==> config.mk <==
export PLATFORM = sky130hd
export DESIGN_NAME = ecc_event_capture
export DESIGN_NICKNAME = d
export VERILOG_FILES = /design/src/rtl/ecc_event_capture.sv
export SDC_FILE = /design/constraint.sdc
export NUM_CORES = 1
export LEC_CHECK = 0
export CAP_MARGIN = 20
export CORE_UTILIZATION = 45
export CTS_BUF_LIST = sky130_fd_sc_hd__clkbuf_8
export CTS_CLUSTER_SIZE = 30
export DETAILED_ROUTE_END_ITERATION = 12
export DONT_BUFFER_PORTS = 1
export PLACE_DENSITY = 0.63
export SKIP_LAST_GASP = 1
export SLEW_MARGIN = 20
export SYNTH_ARGS = -nofsm -noshare
export SYNTH_HDL_FRONTEND = slang
export SYNTH_SLANG_ARGS = --single-unit
==> constraint.sdc <==
create_clock -name clk -period 12.9 [get_ports clk]
set_input_delay 1.29 -clock clk [delete_from_list [all_inputs] [get_ports clk]]
set_output_delay 1.29 -clock clk [all_outputs]
set_load 0.02 [all_outputs]
==> src/rtl/ecc_event_capture.sv <==
`timescale 1ns/1ps
module ecc_event_capture #(
  parameter int ADDR_W     = 32,
  parameter int DATA_W     = 32,
  parameter int ATTR_W     = 8,
  parameter int ALIGN_BITS = 3,
  parameter int IDX_W      = 3,
  parameter int REG_W      = 32
) (
  input  logic              clk,
  input  logic              rst_n,
  input  logic              evt_valid,
  input  logic              evt_uncorr,
  input  logic [ADDR_W-1:0] evt_addr,
  input  logic [ATTR_W-1:0] evt_attr,
  input  logic [DATA_W-1:0] evt_data,
  input  logic              reg_wr,
  input  logic [IDX_W-1:0]  reg_idx,
  input  logic [REG_W-1:0]  reg_wdata,
  output logic [REG_W-1:0]  reg_rdata
);
  localparam logic [IDX_W-1:0] IDX_CTRL  = IDX_W'(0);
  localparam logic [IDX_W-1:0] IDX_FLAGS = IDX_W'(1);
  localparam logic [IDX_W-1:0] IDX_ADDR  = IDX_W'(2);
  localparam logic [IDX_W-1:0] IDX_ATTR  = IDX_W'(3);
  localparam logic [IDX_W-1:0] IDX_DATA  = IDX_W'(4);

  logic [1:0]        enable_q;
  logic [1:0]        flags_q;
  logic [ADDR_W-1:0] cap_addr_q;
  logic [ATTR_W-1:0] cap_attr_q;
  logic [DATA_W-1:0] cap_data_q;

  wire       take    = evt_valid & enable_q[evt_uncorr];
  wire [1:0] set_vec = take ? (evt_uncorr ? 2'b10 : 2'b01) : 2'b00;
  wire [1:0] clr_vec = (reg_wr && reg_idx == IDX_FLAGS) ? reg_wdata[1:0] : 2'b00;

  always_ff @(posedge clk) begin
    if (!rst_n) begin
      enable_q <= 2'b00;
      flags_q  <= 2'b00;
    end else begin
      if (reg_wr && reg_idx == IDX_CTRL)
        enable_q <= reg_wdata[1:0];
      flags_q <= (flags_q & ~clr_vec) | set_vec;
    end
  end

  always_ff @(posedge clk) begin
    if (take) begin
      cap_addr_q <= {evt_addr[ADDR_W-1:ALIGN_BITS], {ALIGN_BITS{1'b0}}};
      cap_attr_q <= evt_attr;
      cap_data_q <= evt_data;
    end
  end

  always_comb begin
    reg_rdata = '0;
    case (reg_idx)
      IDX_CTRL:  reg_rdata[1:0]        = enable_q;
      IDX_FLAGS: reg_rdata[1:0]        = flags_q;
      IDX_ADDR:  reg_rdata[ADDR_W-1:0] = cap_addr_q;
      IDX_ATTR:  reg_rdata[ATTR_W-1:0] = cap_attr_q;
      IDX_DATA:  reg_rdata[DATA_W-1:0] = cap_data_q;
      default:   reg_rdata             = '0;
    endcase
  end
endmodule

Word level (Yosys, flattened, before mapping) --
Cells that the tools add are included.
Storage, ports and cells: flip-flop bits (word level) 73, bits of input ports 112, word-level logic and storage cells 25
Cells by class: magnitude comparators 1, eq/ne operators 4, muxes and demuxes 8, bitwise logic cells 4, reductions and logical operators 3
Operator list (number):
- one-hot mux 24 bit (2 select lines) | 1
- one-hot mux 6 bit (3 select lines) | 1
- one-hot mux 2 bit (4 select lines) | 1
- == test 3 x 2 -> 1 bit (second input constant) | 2
- 2-to-1 mux 2 bit | 3
- == test 3 x 1 -> 1 bit (second input constant) | 1
- == test 3 bit (second input constant) | 1
- zero test 3 bit | 1
- AND 2 bit | 1
- logical AND 1 bit | 2
- less-than comparator 1 x 2 -> 1 bit (second input constant) | 1
- 2-to-1 mux 1 bit | 2
- inverter 2 bit | 1
- OR 2 bit | 1
- AND 1 bit | 1

Longest topological paths before layout --
word-level depth 6, depth in mapped cells 6, mapped depth without buffers 3

Worst setup path after synthesis --
Ideal clock, no wire load.
path kind input to register, start point input port evt_uncorr, end point register cap_addr_q[10] (enable), arrival 4477 ps, path slack 7918 ps, stages on the path 2, buffers on the path 0, path through mux2i_1 nor2b_1
Between the ends: longest elaborated chain between the ends 3
RTL lines:
- start, declared | RTL line 13 | input logic evt_uncorr,
- 2-to-1 mux 1 bit (not written as such) (2 in a row) | RTL line 34 | wire take = evt_valid & enable_q[evt_uncorr];
- AND 1 bit | RTL line 34
- via take | RTL line 34
- end signal, assigned | RTL line 51 | cap_addr_q <= {evt_addr[ADDR_W-1:ALIGN_BITS], {ALIGN_BITS{1'b0}}};
- end, declared | RTL line 30 | logic [ADDR_W-1:0] cap_addr_q;
The timed path passes the listed nets, and every way through them passes these cells. The select of a mux whose other input is x is not followed. A chain may end at the register's enable or synchronous reset.

Final worst setup path --
start point input port reg_idx[2], end point output port reg_rdata[27]
Between the ends: longest elaborated chain between the ends 2
RTL lines:
- start, declared | RTL line 18 | input logic [IDX_W-1:0] reg_idx,
- == test 3 bit or == test 3 x 2 -> 1 bit (tied branches)
- one-hot mux 24 bit (2 select lines) (*) | RTL line 59 | case (reg_idx)
- end, declared | RTL line 20 | output logic [REG_W-1:0] reg_rdata
Mark *: on every way between the ends. The rest lies on a longest branch, timed or not.

==> reports/qor.csv <==
metric;value;unit
placed cells;220;
met1 capacity usage during global routing;0.157;
number of standard cells after synthesis;151;
die width;80.2;microns
cell area reported after detailed placement;0.00281;sq mm
combinational power share;0.032;
wire length of the first global-routing pass;6410;microns
Top-Level Pins;144;
fraction of power consumed by sequential logic;0.523;
tightest hold margin;0.510;ns
height of the die;80.2;microns
largest clock skew in the final design;0.00491;ns
sequential area share after synthesis;0.783;
number of buffers inserted by port buffering;0;
antenna violations before repair;0;
number of remaining DRC errors;0;
number of global-route vias before repair;1265;
Area growth syn-to-layout;11.6;%
complex-gate fraction of the synthesized area;0.111;
power density of the placed cells;163;mW/mm^2
Pre-Repair DR Iteration Count;4;
kind of start point of the critical path;input port;
estimated wirelength of the detail-placed design;3120;microns
required time at the endpoint of the critical path;11.61;ns
met3 capacity usage during global routing;0.0807;
total nets after synthesis;263;
global routing's busiest layer;met2;
net switching power of the design;0.0878;mW
clock network latency to the later pin of the worst-skew pair;0.34;ns
maximum fanout along the worst path;24;
overall overflow remaining after global route;0;
pin count of the biggest net entering global routing;70;
Total Power;0.501;mW
kind of end point of the critical path;output port;
fin crit share;0.302;
setup-violating endpoint count in the final report;0;
static power due to leakage;1.01;nW
Syn. warnings;0;
commonest non-fill, non-tap cells in the layout;edfxtp_1 (69), a22o_1 (25), o21ai_0 (9), clkbuf_8 (9), mux2i_1 (8);
Synth Area in XOR/XNOR;0;
count of non-filler cells in the finished layout;236;
CTS tree;built;
placer congestion estimate;0.684;
worst setup path class;in2out;
initial core utilization;0.464;
number of nets at the end of the flow;268;
Antenna Cells;0;
number of H-tree branching levels;3;
worst hold path type;reg2reg;
cells resized by post-CTS repair;0;
final design area excluding fillers;0.00307;sq mm
Clk pin slew, worst setup/hold paths;0.07;ns
worst vdd rail ir drop;0.0000910;V
synthesized flop and latch total;73;
clock buffer count from CTS;9;
final worst path period need;3.90;ns
unrepaired setup endpoints after global routing;false;
Detailed Route Iter0 Violations;50;
number of vias per cell;5.68;
Post-CTS Hold Buffers;0;
switching power share of the total;0.175;
count of fill cells added during filler insertion;483;
fraction of final layout cells sized beyond drive strength 1;0.130;
Worst-Margin Slew;1.00;ns
total vias in the final route;1340;
number of hold-slack violations in the final timing report;0;
max frequency;0.256;GHz
number of distinct library cells after synthesis;24;
commonest non-fill, non-tap cell in the layout;edfxtp_1;
GRT Resource Usage Total;0.147;
number of routed nets with antenna violations;0;
WP data arrival;2.61;ns
Clock Sink Count;73;
mux share of post-synthesis cell area;0.0291;
Pins Over Slew Limit;0;
clock share of power;0.445;
simple-gate share of the synthesized area;0.0523;
area enclosed by the die boundary;0.00642;sq mm
post-CTS setup buffer count;0;
Post-Synthesis Mean Instance Area;18.2;sq um
combinational family with the most area after synthesis;compound AO/OA/AOI/OAI gates;
Post-Route Setup TNS;0;ns
Syn Std Cell Area;0.00275;sq mm
standard-cell row count;28;
max_slew headroom;0.331;
routed wire length per instance;19.2;microns
deepest clock path buffer count;2;
post-synthesis share of cell area spent on full adders, half adders and majority gates;0;
area of the core region;0.00592;sq mm
wire length reported by the detailed router;4520;microns
max-capacitance violation count;0;
clock tree root driver cell;clkbuf_8;
GR Util met2;0.222;
Cell Int Power;0.413;mW
outcome;finished, final reports clean;
Yosys cell counts (all sizes together):
master	number	share of area
dfxtp	4	0.029
nor4bb	2	0.0073
a21oi	2	0.0036
nand3b	1	0.0027
edfxtp	69	0.75
inv	2	0.0027
and3b	1	0.0032
nor2	1	0.0023
nand2	6	0.0082
nand3	3	0.0055
nor4b	1	0.0032
nor3b	1	0.0046
mux2i	8	0.029
clkbuf	1	0.0014
o31ai	2	0.0055
o21ai	9	0.016
a21boi	2	0.0055
nand4bb	2	0.0082
nor2b	1	0.0023
a22o	25	0.080
buf	7	0.021
nand2b	1	0.0050
sequential cells by signal, indices dropped and copies added, names as in the netlist:
signal,count
cap_addr_q,29
cap_data_q,32
flags_q,2
enable_q,2
cap_attr_q,8
layer usage:
metal / part of all wire / wire length [microns]
met3: 0.11 / 510
met2: 0.47 / 2120
met5: 0 / 0
met1: 0.40 / 1820
met4: 0.016 / 72
metrics by stage:
| stage | utilization | setup slack, ns |
|---|---|---|
| 2_1_floorplan | - | 7.92 |
| 3_3_place_gp | 0.475 | 9.00 |
| 3_5_place_dp | 0.475 | 8.97 |
| 4_1_cts | 0.518 | 8.96 |
| 5_1_grt | 0.518 | 8.88 |
| 6_report | 0.518 | 9.00 |
power by group through the flow:
stage          registers (mW)  clock network (mW)  logic (mW)
6_report                0.262               0.223      0.0163
5_1_grt                 0.262               0.236      0.0173
4_1_cts                 0.262               0.228      0.0165
3_5_place_dp            0.267                   0      0.0164
3_3_place_gp            0.267                   0      0.0163
2_1_floorplan           0.267                   0      0.0162
path summary, 6_finish.rpt:
| check | startpoint | to | slack [ns] | cells after the start |
|---|---|---|---|---|
| worst max-delay path | reg_idx[2] | reg_rdata[27] | 9.00 | 3 |
| worst min register to register | enable_q[1] | enable_q[1] | 0.51 | 2 |
| worst min-delay path | enable_q[1] | enable_q[1] | 0.51 | 2 |
| worst max register to register | enable_q[0] | cap_addr_q[27] | 11.24 | 3 |
layout make-up:
class	instances	area, sq um	share of cell area
Clock buffer	9	124	0.0404
Clock inverter	7	134	0.0436
Inverter	2	7.51	0.00245
Multi-Input combinational cell	68	542	0.177
Sequential cell	73	2150	0.701
Tap cell	75	93.8	0.0306
Timing Repair Buffer	2	15.0	0.00489
kinds of logic (layout without fill, tap and decap cells):
| logic type | count (synthesis) | after routing |
|---|---|---|
| flip-flops | 73 | 73 |
| AO/OA/AOI/OAI | 40 | 40 |
| AND/OR/NAND/NOR | 20 | 20 |
| buffers and inverters | 10 | 20 |
| multiplexers | 8 | 8 |
critical path, cell delays in order:
cell      delay [ns]
nand2b_4        0.14
nor2_2          0.76
a22o_1          0.41
Power figures use the tool's default switching activity.
